$ cat config.mk
export PLATFORM = sky130hd
export DESIGN_NAME = par_xcvr
export DESIGN_NICKNAME = d
export VERILOG_FILES = /design/src/rtl/xcvr_pkg.sv /design/src/rtl/parity_tree.sv /design/src/rtl/err_latch.sv /design/src/rtl/xcvr_path.sv /design/src/rtl/par_xcvr.sv
export SDC_FILE = /design/constraint.sdc
export NUM_CORES = 1
export LEC_CHECK = 0
export ABC_AREA = 1
export BUFFER_PORTS_ARGS = -buffer_cell sky130_fd_sc_hd__buf_2
export CAP_MARGIN = 30
export CORE_UTILIZATION = 40
export DETAILED_ROUTE_END_ITERATION = 7
export GPL_ROUTABILITY_DRIVEN = 0
export GPL_TIMING_DRIVEN = 0
export PLACE_DENSITY_LB_ADDON = 0.12
export REMOVE_ABC_BUFFERS = 1
export SETUP_SLACK_MARGIN = 0.02
export SLEW_MARGIN = 25
export SYNTH_ARGS = -nofsm -noshare
export SYNTH_HDL_FRONTEND = slang
export SYNTH_SLANG_ARGS = --single-unit
$ cat constraint.sdc
create_clock -name clk -period 2.82 [get_ports clk]
set_input_delay 0.564 -clock clk [delete_from_list [all_inputs] [get_ports clk]]
set_output_delay 0.564 -clock clk [all_outputs]
set_load 0.01 [all_outputs]
$ cat src/rtl/xcvr_pkg.sv
package xcvr_pkg;
   typedef enum logic [1:0] {
      XM_ISO  = 2'd0,
      XM_A2B  = 2'd1,
      XM_B2A  = 2'd2,
      XM_DIAG = 2'd3
   } xmode_e;

   function automatic xmode_e decode_mode(input logic a_oe_n, input logic b_oe_n);
      xmode_e m;
      case ({a_oe_n, b_oe_n})
         2'b10:   m = XM_A2B;
         2'b01:   m = XM_B2A;
         2'b00:   m = XM_DIAG;
         default: m = XM_ISO;
      endcase
      return m;
   endfunction
endpackage

$ cat src/rtl/parity_tree.sv
module parity_tree #(
   parameter int unsigned N = 9
) (
   input  logic [N-1:0] bits,
   output logic         odd
);
   if (N < 1) begin : g_bad_width
      $error("parity_tree: N must be at least 1");
   end

   assign odd = ^bits;
endmodule

$ cat src/rtl/err_latch.sv
module err_latch (
   input  logic clk,
   input  logic rst,
   input  logic le,
   input  logic clr_n,
   input  logic fault,
   output logic flag
);
   always_ff @(posedge clk) begin
      if (rst)         flag <= 1'b0;
      else if (!le)    flag <= fault;
      else if (!clr_n) flag <= 1'b0;
      else if (fault)  flag <= 1'b1;
   end
endmodule

$ cat src/rtl/xcvr_path.sv
module xcvr_path
   import xcvr_pkg::*;
#(
   parameter int unsigned W = 8
) (
   input  logic         rst,
   input  logic         a_oe_n,
   input  logic         b_oe_n,
   input  logic [W-1:0] a_in,
   input  logic [W-1:0] b_in,
   input  logic         a_odd,
   output logic [W-1:0] a_out,
   output logic         a_drv,
   output logic [W-1:0] b_out,
   output logic         b_drv,
   output logic         par_out,
   output logic         par_drv
);
   xmode_e mode;
   logic   toward_b;
   logic   toward_a;

   assign mode     = rst ? XM_ISO : decode_mode(a_oe_n, b_oe_n);
   assign toward_b = (mode == XM_A2B) || (mode == XM_DIAG);
   assign toward_a = (mode == XM_B2A);

   for (genvar i = 0; i < W; i++) begin : g_lane
      assign b_out[i] = a_in[i] & toward_b;
      assign a_out[i] = b_in[i] & toward_a;
   end

   assign b_drv   = toward_b;
   assign a_drv   = toward_a;
   assign par_drv = toward_b;
   assign par_out = toward_b & ((mode == XM_DIAG) ? a_odd : ~a_odd);
endmodule

$ cat src/rtl/par_xcvr.sv
module par_xcvr #(
   parameter int unsigned DATA_W = 8
) (
   input  logic              clk,
   input  logic              rst,
   input  logic              a_oe_n,
   input  logic              b_oe_n,
   input  logic              le,
   input  logic              clr_n,
   input  logic [DATA_W-1:0] a_in,
   output logic [DATA_W-1:0] a_out,
   output logic              a_drv,
   input  logic [DATA_W-1:0] b_in,
   output logic [DATA_W-1:0] b_out,
   output logic              b_drv,
   input  logic              par_in,
   output logic              par_out,
   output logic              par_drv,
   output logic              err_pull
);
   localparam int unsigned CW = DATA_W + 1;

   if (DATA_W < 1) begin : g_bad_width
      $error("par_xcvr: DATA_W must be at least 1");
   end

   logic          a_odd;
   logic [CW-1:0] chk_bits;
   logic          chk_odd;

   parity_tree #(.N(DATA_W)) u_agen (.bits(a_in), .odd(a_odd));

   xcvr_path #(.W(DATA_W)) u_path (
      .rst(rst), .a_oe_n(a_oe_n), .b_oe_n(b_oe_n),
      .a_in(a_in), .b_in(b_in), .a_odd(a_odd),
      .a_out(a_out), .a_drv(a_drv), .b_out(b_out), .b_drv(b_drv),
      .par_out(par_out), .par_drv(par_drv)
   );

   // The check watches the B pads; when they are driven, use the driven value.
   assign chk_bits = b_drv ? {b_out, par_out} : {b_in, par_in};

   parity_tree #(.N(CW)) u_chk (.bits(chk_bits), .odd(chk_odd));

   err_latch u_flag (
      .clk(clk), .rst(rst), .le(le), .clr_n(clr_n),
      .fault(~chk_odd), .flag(err_pull)
   );
endmodule

==> impl_results.html <==
<table>
<tr><th>Metric</th><th>Value</th></tr>
<tr><th colspan="2">Floorplan</th></tr>
<tr><td>FP Rows</td><td>14</td></tr>
<tr><td>Core Footprint</td><td>~0.0015 mm2</td></tr>
<tr><td># IOs</td><td>44</td></tr>
<tr><td>Die Footprint</td><td>0.001782 mm2</td></tr>
<tr><td>Initial Util</td><td>42.94%</td></tr>
<tr><td>Die boundary width</td><td>42.22 um</td></tr>
<tr><td>Die Span Y</td><td>42.22 um</td></tr>
<tr><th colspan="2">Logic synthesis</th></tr>
<tr><td>#FFs+latches synth</td><td>1</td></tr>
<tr><td>Biggest area consumer among synthesized cells</td><td>sky130_fd_sc_hd__nand2_1</td></tr>
<tr><td>Most frequent cell after synthesis</td><td>sky130_fd_sc_hd__nand2_1</td></tr>
<tr><td>Cell Area, Synth</td><td>646.9 um2</td></tr>
<tr><td>Mean instance size in the synthesized netlist</td><td>around 4.4 um2</td></tr>
<tr><td>Top cells by area, synth</td><td>sky130_fd_sc_hd__nand2_1 (31%), sky130_fd_sc_hd__inv_1 (21%), sky130_fd_sc_hd__nor2_1 (13%)</td></tr>
<tr><td>Most frequently used flop master after synthesis</td><td>sky130_fd_sc_hd__dfxtp_1</td></tr>
<tr><td>Proportion of register bits with asynchronous set or reset after synthesis</td><td>0%</td></tr>
<tr><td>Proportion of synthesized chip area in sequential cells</td><td>3.095%</td></tr>
<tr><td>Fraction of post-synthesis cell area in the top cell type by area</td><td>30.75%</td></tr>
<tr><td>Synthesized instance count</td><td>~150</td></tr>
<tr><td>Most frequent cells after synthesis</td><td>sky130_fd_sc_hd__nand2_1 (53), sky130_fd_sc_hd__inv_1 (37), sky130_fd_sc_hd__nor2_1 (23)</td></tr>
<tr><td>Number of distinct library cells after synthesis</td><td>19</td></tr>
<tr><td>Synth warn</td><td>0</td></tr>
<tr><td>Number of enable flip-flop cells after synthesis</td><td>0</td></tr>
<tr><th colspan="2">Power and ir drop</th></tr>
<tr><td>Areal power density over the cells</td><td>179.5 mW/mm2</td></tr>
<tr><td>Peak ir drop on the vdd network</td><td>~64 uV</td></tr>
<tr><td>Leak pwr</td><td>0.6860 nW</td></tr>
<tr><th colspan="2">STA</th></tr>
<tr><td>Number of slew-limit violations in the final report</td><td>0</td></tr>
<tr><td>Headroom to the max-slew limit</td><td>65.78%</td></tr>
<tr><td>Fin Setup TNS</td><td>0 ns</td></tr>
<tr><td>Final setup vio count</td><td>0</td></tr>
<tr><td>Clock Skew</td><td>0 ns</td></tr>
<tr><td>Final critical delay including setup and external delays</td><td>2.137 ns</td></tr>
<tr><td>Final count of hold timing violations</td><td>0</td></tr>
<tr><td>Final Cycle Share</td><td>75.79%</td></tr>
<tr><td>Unrepaired setup endpoints after global routing</td><td>no</td></tr>
<tr><td>Max frequency</td><td>between 400 and 500 MHz</td></tr>
<tr><td>Transition time at the pin with the least slew margin</td><td>0.5127 ns</td></tr>
<tr><th colspan="2">Layout</th></tr>
<tr><td>Max FFs per register</td><td>1</td></tr>
<tr><td>Fraction of layout instances using a drive strength above 1</td><td>29.26%</td></tr>
<tr><td># fillers</td><td>between 150 and 200</td></tr>
<tr><td>Nets</td><td>between 200 and 250</td></tr>
<tr><td>Antenna diode count</td><td>0</td></tr>
<tr><td>Largest registers ranked by flip-flop count</td><td>u_flag.flag: 1 flops</td></tr>
<tr><td>Final core utilization</td><td>a little under three fifths</td></tr>
<tr><td>Largest register by flop count</td><td>u_flag.flag</td></tr>
<tr><td>Syn-to-layout area delta</td><td>33.46%</td></tr>
<tr><th colspan="2">Drt</th></tr>
<tr><td>Total via count in the routed design</td><td>907</td></tr>
<tr><td>Antenna viol nets, final</td><td>0</td></tr>
<tr><td>Initial detailed-routing violation count</td><td>15</td></tr>
<tr><td>Number of optimization iterations in the first detailed-route pass</td><td>4</td></tr>
<tr><td>Vias per std cell</td><td>4.446</td></tr>
<tr><td>Final routed wirelength across all metal layers</td><td>1.532 mm</td></tr>
<tr><td>Post-detailed-route DRC marker count</td><td>0</td></tr>
<tr><td>WL per Instance</td><td>7.510 um</td></tr>
<tr><th colspan="2">Place</th></tr>
<tr><td>Detailed Place HPWL</td><td>between 1 and 1.5 mm</td></tr>
<tr><td>Port Buffer Count</td><td>43</td></tr>
<tr><th colspan="2">CTS</th></tr>
<tr><td>Number of buffers added for setup after CTS</td><td>0</td></tr>
<tr><td>Clock slew at reported path FFs</td><td>0 ns</td></tr>
<tr><td># hold bufs at CTS</td><td>0</td></tr>
<tr><td>Clock insertion delay at the later pin of the skew report</td><td>0 ns</td></tr>
<tr><td>CTS-repair resized insts</td><td>0</td></tr>
<tr><th colspan="2">Run</th></tr>
<tr><td>Total of max-cap violations</td><td>0</td></tr>
<tr><th colspan="2">Worst setup path</th></tr>
<tr><td>Category of the critical setup timing path</td><td>input pin to flip-flop</td></tr>
<tr><td>Register-to-Register Setup Slack</td><td>roughly 2.2 ns</td></tr>
<tr><td>Arrival time of the worst setup path</td><td>2.02 ns</td></tr>
<tr><td>Beginning of the worst register-to-register path</td><td>u_flag.flag</td></tr>
<tr><td>Crit path required time</td><td>approximately 2.7 ns</td></tr>
<tr><td>Critical register-to-register path endpoint</td><td>u_flag.flag</td></tr>
<tr><td>Critical path fanouts, max</td><td>13</td></tr>
<tr><td>Depth of the worst register-to-register path</td><td>4</td></tr>
<tr><td>Nature of the critical path startpoint</td><td>input pin</td></tr>
<tr><td>Category of the worst setup path capture point</td><td>flip-flop</td></tr>
<tr><th colspan="2">Global routing</th></tr>
<tr><td>Initial antenna violation count</td><td>0</td></tr>
<tr><td>Largest net degree at the start of global routing</td><td>14</td></tr>
<tr><td>Congestion Overflow GR</td><td>0</td></tr>
<tr><td>First-pass GRT wire length</td><td>2.704 mm</td></tr>
<tr><td>Via count of the first global-routing pass</td><td>between 700 and 800</td></tr>
<tr><td>Overall global routing resource usage</td><td>17.86%</td></tr>
<tr><th colspan="2">Worst hold path</th></tr>
<tr><td>Class of the tightest hold or removal check</td><td>flip-flop to flip-flop</td></tr>
<tr><td>Hold_sp</td><td>u_flag.flag</td></tr>
<tr><td>Worst Hold Endpoint</td><td>u_flag.flag</td></tr>
<tr><td>Cell depth of the worst hold path</td><td>4</td></tr>
<tr><th colspan="2">Run status</th></tr>
<tr><td>Status</td><td>complete, no violations</td></tr>
</table>
==> cells in the final DEF (no fill, tap or decap), types with 2 or more instances in the layout <==
master	Yosys	final
sky130_fd_sc_hd__nand2_1	53	53
sky130_fd_sc_hd__buf_2	0	43
sky130_fd_sc_hd__inv_1	37	37
sky130_fd_sc_hd__nor2_1	23	23
sky130_fd_sc_hd__nand3_1	7	7
sky130_fd_sc_hd__nand2_2	5	5
sky130_fd_sc_hd__nor2_2	4	4
sky130_fd_sc_hd__a21oi_1	4	4
sky130_fd_sc_hd__o21ai_0	2	2
sky130_fd_sc_hd__o21ai_1	2	2
==> area by class of cell <==
class | count | area, um2 | area share, %
sequential | 1 | 20.02 | 2.319
multi-input combinational | 106 | 465.4 | 53.91
inverter | 38 | 142.6 | 16.52
tap | 16 | 20.02 | 2.319
timing repair buffer | 43 | 215.2 | 24.93
==> where the power goes <==
group | switching (W) | internal (W) | total, W
Sequential | 0.000000911 | 0.0000168 | 0.0000177
Combinational | 0.0000817 | 0.0000555 | 0.000137
Clock | 0 | 0 | 0
==> cells by family (layout without fill, tap and decap cells) <==
group                     Yosys count  count (layout)  synth area share (%)
AOI/OAI and AO/OA                   8               8                 6.190
xor gates and xnor gates            2               2                 2.708
and+or+nand+nor                    96              96                 63.06
buffers and inverters              40              81                 24.95
DFF                                 1               1                 3.095
==> worst max path at each step <==
stage	cells past startpoint	to	start
after floorplan	14	u_flag.flag	b_oe_n
after global placement	15	u_flag.flag	b_oe_n
after detailed placement	15	u_flag.flag	b_oe_n
after CTS	15	u_flag.flag	b_oe_n
after global routing	15	u_flag.flag	b_oe_n
final	15	u_flag.flag	b_oe_n
==> stage by stage <==
stage | worst slack, ns | power [W] | hold slack, ns | area, um2 | instances
2_1_floorplan | 0.8008 | 0.0001104 | 0.5897 | 628.1 | 145
3_3_place_gp | 0.6904 | 0.0001520 | 0.5649 | 863.3 | 204
3_5_place_dp | 0.6504 | 0.0001557 | 0.5702 | 863.3 | 204
4_1_cts | 0.6483 | 0.0001562 | 0.5716 | 863.3 | 204
5_1_grt | 0.4035 | 0.0001789 | 0.6701 | 863.3 | 204
6_report | 0.6826 | 0.0001550 | 0.5740 | 863.3 | 204
==> layer usage <==
layer | share of wire, % | vias to the layer above | wire [um] | track usage [%]
li1 | - | 508 | - | -
met3 | 5.0 | 0 | 77 | 0
met4 | 0 | 0 | 0 | 0
met1 | 48 | 370 | 732 | 23.96
met5 | 0 | - | 0 | 0
met2 | 47 | 29 | 722 | 33.85
==> critical path: stages <==
cell and delay (ns):
sky130_fd_sc_hd__buf_2 0.12, sky130_fd_sc_hd__nor2_2 0.42, sky130_fd_sc_hd__nand2_1 0.10, sky130_fd_sc_hd__inv_1 0.11, sky130_fd_sc_hd__nor2_1 0.05, sky130_fd_sc_hd__o21ai_1 0.09, sky130_fd_sc_hd__nand3b_1 0.11, sky130_fd_sc_hd__nand2_2 0.09
sky130_fd_sc_hd__inv_2 0.03, sky130_fd_sc_hd__nand2_2 0.04, sky130_fd_sc_hd__nand2_2 0.04, sky130_fd_sc_hd__nand3_1 0.07, sky130_fd_sc_hd__nand2_1 0.05, sky130_fd_sc_hd__nor2_1 0.08, sky130_fd_sc_hd__nor2_1 0.05
No activity file was read; power rests on OpenSTA's default activity.
